`src/rtl/smux_pkg.sv`:
```
package smux_pkg;

   // Phases of the commit sequence
   typedef enum logic [1:0] {
      SQ_IDLE = 2'd0,   // pattern stable
      SQ_HOLD = 2'd1,   // old pattern still driven, waiting for off time
      SQ_GAP  = 2'd2    // all switches open, waiting for on time
   } sq_state_t;

   // Width of a control word for a given channel count
   function automatic int word_width(input int ch_n);
      return $clog2(ch_n) + 1;
   endfunction

endpackage

```
`src/rtl/smux_sync.sv`:
```
module smux_sync #(
   parameter int W      = 3,
   parameter int STAGES = 2
) (
   input  logic         clk,
   input  logic         rst_n,
   input  logic [W-1:0] d,
   output logic [W-1:0] q,
   output logic [W-1:0] q_prev
);

   logic [W-1:0] chain [STAGES];

   generate
      for (genvar s = 0; s < STAGES; s++) begin : g_stage
         if (s == 0) begin : g_first
            always_ff @(posedge clk) begin
               if (!rst_n) chain[s] <= '0;
               else        chain[s] <= d;
            end
         end else begin : g_next
            always_ff @(posedge clk) begin
               if (!rst_n) chain[s] <= '0;
               else        chain[s] <= chain[s-1];
            end
         end
      end
   endgenerate

   assign q = chain[STAGES-1];

   always_ff @(posedge clk) begin
      if (!rst_n) q_prev <= '0;
      else        q_prev <= q;
   end

endmodule

```
`src/rtl/smux_shift.sv`:
```
module smux_shift #(
   parameter int WW = 4
) (
   input  logic          clk,
   input  logic          rst_n,
   input  logic          shift_en,
   input  logic          bit_in,
   output logic [WW-1:0] word,
   output logic          bit_out
);

   logic [WW-1:0] stage_q;

   always_ff @(posedge clk) begin
      if (!rst_n)        stage_q <= '0;
      else if (shift_en) stage_q <= {stage_q[WW-2:0], bit_in};
   end

   assign word    = stage_q;
   assign bit_out = stage_q[WW-1];

endmodule

```
`src/rtl/smux_dec.sv`:
```
module smux_dec #(
   parameter int CH_N  = 8,
   localparam int SEL_W = $clog2(CH_N),
   localparam int WW    = SEL_W + 1
) (
   input  logic [WW-1:0]   word,
   output logic [CH_N-1:0] onehot
);

   logic              enable;
   logic [SEL_W-1:0]  index;

   assign enable = word[WW-1];
   assign index  = word[SEL_W-1:0];

   generate
      for (genvar c = 0; c < CH_N; c++) begin : g_ch
         assign onehot[c] = enable && (index == SEL_W'(c));
      end
   endgenerate

endmodule

```
`src/rtl/smux_seq.sv`:
```
module smux_seq
   import smux_pkg::*;
#(
   parameter int CH_N  = 8,
   parameter int T_OFF = 3,
   parameter int T_ON  = 7,
   localparam int CW   = $clog2(T_ON + 1)
) (
   input  logic            clk,
   input  logic            rst_n,
   input  logic            commit,
   input  logic [CH_N-1:0] target,
   output logic [CH_N-1:0] en_out,
   output logic            busy
);

   sq_state_t         st_q;
   logic [CW-1:0]     cnt_q;
   logic [CH_N-1:0]   pend_q;
   logic [CH_N-1:0]   en_q;

   always_ff @(posedge clk) begin
      if (!rst_n) begin
         st_q   <= SQ_IDLE;
         cnt_q  <= '0;
         pend_q <= '0;
         en_q   <= '0;
      end else if (commit) begin
         pend_q <= target;
         cnt_q  <= CW'(1);
         if (T_OFF == 0) begin
            en_q <= '0;
            st_q <= SQ_GAP;
         end else begin
            st_q <= SQ_HOLD;
         end
      end else begin
         case (st_q)
            SQ_HOLD: begin
               cnt_q <= cnt_q + CW'(1);
               if (cnt_q == CW'(T_OFF)) begin
                  en_q <= '0;
                  st_q <= SQ_GAP;
               end
            end
            SQ_GAP: begin
               cnt_q <= cnt_q + CW'(1);
               if (cnt_q == CW'(T_ON)) begin
                  en_q <= pend_q;
                  st_q <= SQ_IDLE;
               end
            end
            default: cnt_q <= '0;
         endcase
      end
   end

   assign en_out = en_q;
   assign busy   = (st_q != SQ_IDLE);

endmodule

```
`src/rtl/smux_ctrl.sv`:
```
module smux_ctrl #(
   parameter int CH_N        = 8,
   parameter int SYNC_STAGES = 2,
   parameter int T_OFF       = 3,
   parameter int T_ON        = 7
) (
   input  logic            clk,
   input  logic            rst_n,
   input  logic            sclk,
   input  logic            cs,
   input  logic            din,
   output logic            dout,
   output logic [CH_N-1:0] sw_en
);

   localparam int WW = smux_pkg::word_width(CH_N);

   generate
      if (CH_N < 2 || (1 << $clog2(CH_N)) != CH_N) begin : g_bad_ch
         $error("smux_ctrl: CH_N must be a power of two of at least 2");
      end
      if (SYNC_STAGES < 1) begin : g_bad_sync
         $error("smux_ctrl: SYNC_STAGES must be at least 1");
      end
      if (T_ON <= T_OFF || T_OFF < 0) begin : g_bad_time
         $error("smux_ctrl: need 0 <= T_OFF < T_ON");
      end
   endgenerate

   // Synchronised port lines: bit 2 = sclk, bit 1 = cs, bit 0 = din
   logic [2:0] port_s, port_p;

   smux_sync #(.W(3), .STAGES(SYNC_STAGES)) u_sync (
      .clk    (clk),
      .rst_n  (rst_n),
      .d      ({sclk, cs, din}),
      .q      (port_s),
      .q_prev (port_p)
   );

   logic sclk_rise, cs_s, cs_fall, din_s;
   assign sclk_rise = port_s[2] & ~port_p[2];
   assign cs_s      = port_s[1];
   assign cs_fall   = ~port_s[1] & port_p[1];
   assign din_s     = port_s[0];

   logic [WW-1:0]   word;
   logic [CH_N-1:0] target;
   logic            busy;

   smux_shift #(.WW(WW)) u_shift (
      .clk      (clk),
      .rst_n    (rst_n),
      .shift_en (sclk_rise & cs_s),
      .bit_in   (din_s),
      .word     (word),
      .bit_out  (dout)
   );

   smux_dec #(.CH_N(CH_N)) u_dec (
      .word   (word),
      .onehot (target)
   );

   smux_seq #(.CH_N(CH_N), .T_OFF(T_OFF), .T_ON(T_ON)) u_seq (
      .clk    (clk),
      .rst_n  (rst_n),
      .commit (cs_fall),
      .target (target),
      .en_out (sw_en),
      .busy   (busy)
   );

endmodule

```
`config.mk`:
```
export PLATFORM = sky130hd
export DESIGN_NAME = smux_ctrl
export DESIGN_NICKNAME = d
export VERILOG_FILES = /design/src/rtl/smux_pkg.sv /design/src/rtl/smux_sync.sv /design/src/rtl/smux_shift.sv /design/src/rtl/smux_dec.sv /design/src/rtl/smux_seq.sv /design/src/rtl/smux_ctrl.sv
export SDC_FILE = /design/constraint.sdc
export NUM_CORES = 1
export LEC_CHECK = 0
export BUFFER_PORTS_ARGS = -buffer_cell sky130_fd_sc_hd__buf_2
export CAP_MARGIN = 10
export CORE_ASPECT_RATIO = 2
export CORE_MARGIN = 10
export CORE_UTILIZATION = 45
export DETAILED_ROUTE_END_ITERATION = 7
export PLACE_DENSITY = 0.66
export REMOVE_ABC_BUFFERS = 1
export SLEW_MARGIN = 20
export SYNTH_ARGS = -nofsm -noshare
export SYNTH_HDL_FRONTEND = slang
export SYNTH_SLANG_ARGS = --single-unit
```
`constraint.sdc`:
```
create_clock -name clk -period 3.1 [get_ports clk]
set_input_delay 0.155 -clock clk [delete_from_list [all_inputs] [get_ports clk]]
set_output_delay 0.155 -clock clk [all_outputs]
set_load 0.05 [all_outputs]
```
==> results.toml, run 1 <==
[setup_path]
critical_path_class = "reg2reg"
worstPathRequired_ps = 3320
end_kind = "flop"
rr_endpoint = "u_seq.en_out[5]"
start_kind = "flop"
timing.rr.start = "u_seq.st_q[0]"
critPathArrivalTime_ps = 1910
rr_worst_depth = 5
rrSetupSlack_ps = 1410
worstPathMaxFanout = 11

[finish]
fin_area_um2 = 1490
drive_above_1_share_pct = 16.7
postLayoutCoreUtil_pct = 53.8
nNetsFinal = 148
diodes = 0
area_growth_pct = 13.1
fillers = 265

[timing]
min_period_over_period_pct = 54.5
hold_violations = 0
final.min_clock_period_ps = 1690
drv_slew = 0
max_slew_margin_pct = 65.1
rsz0062_at_grt = "no"
tightest_slew_ps = 523
max_freq_mhz = 592
fin_setup_tns_ps = 0
finClkSkew_ps = 6.14
setup_viol_count_final = 0
hold_slack_ps = 71.1

[clocking]
ctsHoldBuffers = 0
cts_root_buf = "clkbuf_8"
cts_buffers = 5
cts_buffer_depth = 2
clk_pin_slew_ps = 70
postCtsSetupBuffers = 0
cts_resized = 0
cts_tree = "done"
clk_latency_ps = 290
h-tree-depth = 2
clock-sinks = 33

[pwr]
p_switching_w = 0.000184
power_frac_comb_pct = 5.4
p_seq_share_pct = 48.7
intPower_w = 0.000715
cellLeakagePower_nw = 0.588
power.density_nw_per_um2 = 602
sw_frac_of_total_pct = 20.5
power_frac_clock_pct = 45.9
vdd_drop_max_uv = 382

[worst_hold_path]
worstHoldPathType = "in2reg"
hold-path-cell-count = 2
hp-start = "din"
holdPathEnd = "u_sync.chain[0][0]"

[drt]
wl_per_cell_um = 15.1
wl_met2_um = 1430
top_layer = "met4"
first_pass_iters = 4
wl_um = 2530
met1_length_um = 904
final_antenna_net_count = 0
met3WireLength_um = 114
drt_iter0_markers = 2
drc = 0
vias = 879
via_per_inst = 5.26

[global_route]
grt_pass1_wl_um = 4350
grt_max_degree = 37
antenna_found_initial = 0
grt_pass1_vias = 955
grt_usage_pct = 10.2
grt.overflow.total = 0

[floorplan]
die_h_um = 96.6
die_area_um2 = 5630
core_area_um2 = 2770
num_rows = 27
die_x_um = 58.3
start_util_pct = 47.6
ioPinCount = 14

[yosys]
yosysUniqueCellTypes = 26
ys_ff_latch = 33
avgSynthCellArea_um2 = 10.7
yosysSeqAreaShare_pct = 50.1
synthArstFlopShare_pct = 0
synth_edf_count = 0
ys_warn_count = 0
ys.flop_type = "dfxtp_1"
synth_cells = 123
netlist_area_um2 = 1320

[placed_design]
dp_hpwl_um = 1900
gp_congestion = 0.770
place_area_um2 = 1380
port_buffers = 13

[outcome]
status = "complete, no violations"

[run]
maxCapViolCount = 0
==> flip-flops by register name, indices dropped and copies added (netlist names) <==
signal         count
u_seq.cnt_q        3
u_seq.en_out       8
u_seq.pend_q       8
u_seq.st_q         2
u_shift.word       4
u_sync.chain       6
u_sync.q_prev      2
==> how the worst max path moves through the flow <==
stage                      endpoint  cells past startpoint     startpoint
floorplan           u_seq.en_out[0]                      5  u_seq.st_q[0]
CTS                 u_seq.en_out[5]                      5  u_seq.st_q[0]
global placement    u_seq.en_out[5]                      5  u_seq.st_q[0]
detailed placement  u_seq.en_out[5]                      5  u_seq.st_q[0]
finish              u_seq.en_out[5]                      5  u_seq.st_q[0]
global route        u_seq.en_out[7]                      5  u_seq.st_q[0]
==> metrics by stage <==
| step | power [W] | setup WS, ps | std cells |
|---|---|---|---|
| final | 0.000898 | 1410 | 167 |
| after global routing | 0.000931 | 1290 | 167 |
| after CTS | 0.000908 | 1400 | 167 |
| after detailed placement | 0.000496 | 1420 | 159 |
| after global placement | 0.000493 | 1520 | 159 |
| after floorplan | 0.000480 | 1590 | 117 |
==> power groups by stage <==
stage	sequential, W	combinational, W	clock, W
6_report	0.000438	0.0000484	0.000412
5_1_grt	0.000439	0.0000550	0.000437
4_1_cts	0.000438	0.0000493	0.000421
3_5_place_dp	0.000447	0.0000490	0
3_3_place_gp	0.000447	0.0000467	0
2_1_floorplan	0.000445	0.0000348	0
==> critical path, cell delays in order, from the launching register on <==
cell,delay (ps)
dfxtp_1,380
inv_1,60
ha_1,320
mux2i_1,190
nor3_4,430
mux2i_1,240
==> synth_stat cells (all sizes together), types with 4 or more instances <==
cell type | n | area (µm²)
o2bb2ai | 8 | 70.1
nand3 | 10 | 50.1
dfxtp | 33 | 661
nand3b | 4 | 30.0
mux2i | 14 | 140
clkbuf | 4 | 35.0
nor2b | 7 | 53.8
nand2 | 9 | 33.8
ha | 6 | 75.1
and2 | 9 | 56.3
inv | 5 | 18.8
==> final cells by class <==
cell class	count	area, µm²	share of cell area (%)
sequential	33	661	44.3
multi-input combinational	79	594	39.8
clock buffer	7	86.3	5.79
timing repair buffer	13	65.1	4.36
tap	29	36.3	2.43
clock inverter	1	30.0	2.01
inverter	5	18.8	1.26
==> metal layers <==
layer	vias to the layer above	GRT usage, %
met5	-	0
met4	0	7.09
met3	7	3.79
met2	14	18.6
met1	410	8.75
li1	448	-
==> layout by cell type, fill, tap and decap left out, types with 2 or more instances in the layout <==
cell type and n:
and2_1 9, buf_2 13, clkbuf_8 6, dfxtp_1 33, ha_1 6, inv_1 5
mux2i_1 14, nand2_1 9, nand3_1 10, nand3b_1 4, nor2b_1 5, nor3b_1 2
o2bb2ai_1 8
==> cell families after synthesis <==
group,Yosys count,synth area share [%]
buffers and inverters,11,4.84
flip-flops,33,50.1
AND/OR/NAND/NOR,46,21.0
AO/OA/AOI/OAI,13,7.78
multiplexers,14,10.6
adder cells (fa/ha/maj),6,5.69
Power figures use the tool's default switching activity.
==> inputs of run 2 (changes only) <==
--- a/config.mk
+++ b/config.mk
@@ -5,13 +5,14 @@
 export SDC_FILE = /design/constraint.sdc
 export NUM_CORES = 1
 export LEC_CHECK = 0
+export ABC_AREA = 1
 export BUFFER_PORTS_ARGS = -buffer_cell sky130_fd_sc_hd__buf_2
 export CAP_MARGIN = 10
 export CORE_ASPECT_RATIO = 2
 export CORE_MARGIN = 10
 export CORE_UTILIZATION = 45
 export DETAILED_ROUTE_END_ITERATION = 7
-export PLACE_DENSITY = 0.66
+export PLACE_DENSITY = 0.68
 export REMOVE_ABC_BUFFERS = 1
 export SLEW_MARGIN = 20
 export SYNTH_ARGS = -nofsm -noshare
==> constraint.sdc (replaced) <==
create_clock -name clk -period 1.45 [get_ports clk]
set_input_delay 0.0725 -clock clk [delete_from_list [all_inputs] [get_ports clk]]
set_output_delay 0.0725 -clock clk [all_outputs]
set_load 0.05 [all_outputs]
==> run 2 against run 1 <==
Flip-flop and latch count unchanged. Hold slack gained 200 ps. Cell count rose by 33%. Clock skew rose by 2.7 ps. Critical endpoint is now u_seq.en_out[2].
==> results.toml, run 2 <==
[drt]
final_antenna_net_count = 0
wl_per_cell_um = 10.5
first_pass_iters = 4
via_per_inst = 4.88
vias = 1084
drt_iter0_markers = 10
drc = 0
wl_um = 2320

[setup_path]
cp.depth = 10
timing.rr.start = "u_seq.cnt_q[0]"
slowest_delay_ps = 320
worstPathRequired_ps = 1640
cp-endpoint = "u_seq.en_out[2]"
critPathLaunch = "u_seq.cnt_q[0]"
crit_top_cell = "nand2_1"
critical_path_class = "reg2reg"
rr_worst_depth = 10
worst-path-buf-inv = 2
start_kind = "flop"
end_kind = "flop"
rrSetupSlack_ps = 130
rr_endpoint = "u_seq.en_out[2]"
crit_family = "simple AND/OR/NAND/NOR gates"
worst_path_max_delay_cell = "dfxtp_2"
path_cells = "ha_2, ha_1, inv_1, nand2_1, nand2_2, inv_4, nand2_1, nand2_1, nand2_1, nor2_1"
critPathArrivalTime_ps = 1510
worstPathMaxFanout = 8

[clocking]
h-tree-depth = 2
clock-sinks = 33
cts_tree = "done"
cts_buffer_depth = 2
cts_root_buf = "clkbuf_8"
clk_pin_slew_ps = 70
clk_latency_ps = 290
cts_buffers = 5

[finish]
nNetsFinal = 202
area_growth_pct = 14.5
layout_common_cells = "32 x dfxtp_1, 31 x nand2_1, 22 x nand3_1, 21 x inv_1, 20 x nor2_1"
final_common_cell = "dfxtp_1"
multi_input_area_um2 = 589
final_cells = 222
drive_above_1_share_pct = 19.8
fillers = 308
regArea_um2 = 662
diodes = 0

[timing]
setup_ws_ps = 134
setup_viol_count_final = 0
final.min_clock_period_ps = 1320
finClkSkew_ps = 8.83
fin_setup_tns_ps = 0
drv_slew = 0
max_slew_margin_pct = 63.8
min_period_over_period_pct = 90.8
max_freq_mhz = 760
rsz0062_at_grt = "no"
hold_violations = 0
hold_slack_ps = 267
tightest_slew_ps = 543

[global_route]
grt_pass1_wl_um = 4130
antenna_found_initial = 0
grt_max_degree = 35
grt_usage_pct = 8.91
grt_pass1_vias = 1051
grt.overflow.total = 0

[yosys]
yosysUniqueCellTypes = 19
synth_top_area_share_pct = 48.2
avgSynthCellArea_um2 = 7.93
synth.most_common_cell = "dfxtp_1"
ys.flop_type = "dfxtp_1"
yosysSeqAreaShare_pct = 48.2
synthArstFlopShare_pct = 0
synth_cells = 173
synth_edf_count = 0
synth_top_area_cell = "dfxtp_1"
synth_common_cells = "33 x dfxtp_1, 31 x nand2_1, 22 x nand3_1, 21 x inv_1, 20 x nor2_1"
ys_ff_latch = 33
netlist_area_um2 = 1370
ys_warn_count = 0
ys_top_cells_by_area = "dfxtp_1 48%, nand2_1 8.5%, nand3_1 8.0%"

[pwr]
cellLeakagePower_nw = 0.703
vdd_drop_max_uv = 957
power.density_nw_per_um2 = 1330

[floorplan]
die_x_um = 59.0
die_h_um = 98.1
die_area_um2 = 5790
num_rows = 28
start_util_pct = 46.6
core_area_um2 = 2940
ioPinCount = 14

[worst_hold_path]
hp-start = "rst_n"
worstHoldPathType = "in2reg"
hold-path-cell-count = 3

[placed_design]
place_inst = 211
gp_congestion = 0.767
pre_cts_ws_ps = 85.3
port_buffers = 13
dp_hpwl_um = 1760

[run]
maxCapViolCount = 0

[outcome]
status = "complete, no violations"
[run 2: where the power goes]
group / internal, W / leakage, nW / switching [W] / total, W
combinational: 0.000134 / 0.390 / 0.000302 / 0.000436
clock: 0.000330 / 0.0439 / 0.000332 / 0.000662
sequential: 0.000964 / 0.269 / 0.0000268 / 0.000991
total: 0.00143 / 0.703 / 0.000661 / 0.00209
[run 2: repair_timing]
item	CTS	global route
endpoints found under the hold margin	3	0
gates resized for setup	0	4
endpoints found under the setup margin	0	9
buffers inserted	0	0
hold buffers	3	0
[run 2: logic make-up (layout without fill, tap and decap cells)]
group | count (synthesis) | in the layout | synth area share (%)
and+or+nand+nor | 84 | 84 | 29.6
AOI/OAI and AO/OA | 20 | 20 | 7.57
DFF | 33 | 33 | 48.2
buffers and inverters | 30 | 49 | 9.22
adders and majority gates | 6 | 6 | 5.47
[run 2: how the worst min path moves through the flow]
stage | to | slack, ps
2_1_floorplan | u_sync.chain[0][0] | 170
3_3_place_gp | u_sync.chain[0][1] | 250
3_5_place_dp | u_sync.chain[0][1] | 260
4_1_cts | u_sync.chain[0][1] | 260
5_1_grt | u_sync.chain[1][1] | 310
6_report | u_sync.chain[0][1] | 270
[run 2: tightest hold or removal path: stages]
cell and delay, ps:
buf_2 280, nand2_1 120, inv_1 30
[run 2: layout make-up]
class | count | share of cell area [%]
flip-flops and latches | 33 | 42.2
multi-input cells | 110 | 37.5
repair buffers | 17 | 6.53
inverters | 24 | 5.90
clock buffers | 5 | 4.38
well taps | 30 | 2.39
clock inverters | 3 | 1.12
[run 2: stage by stage]
| step | power [W] | utilization [%] | instance area (µm²) |
|---|---|---|---|
| finish | 0.00209 | 53.4 | 1570 |
| global route | 0.00221 | 53.4 | 1570 |
| CTS | 0.00211 | 53.1 | 1560 |
| detailed placement | 0.00144 | 49.1 | 1450 |
| global placement | 0.00143 | 49.1 | 1450 |
| floorplan | 0.00135 | - | 1340 |
[run 2: per-layer routing]
layer / global-route usage, % / wire length [µm] / vias up
li1: - / - / 576
met1: 7.67 / 881 / 483
met2: 14.9 / 1230 / 20
met3: 4.67 / 154 / 5
met4: 6.22 / 55 / 0
met5: 0 / 0 / -
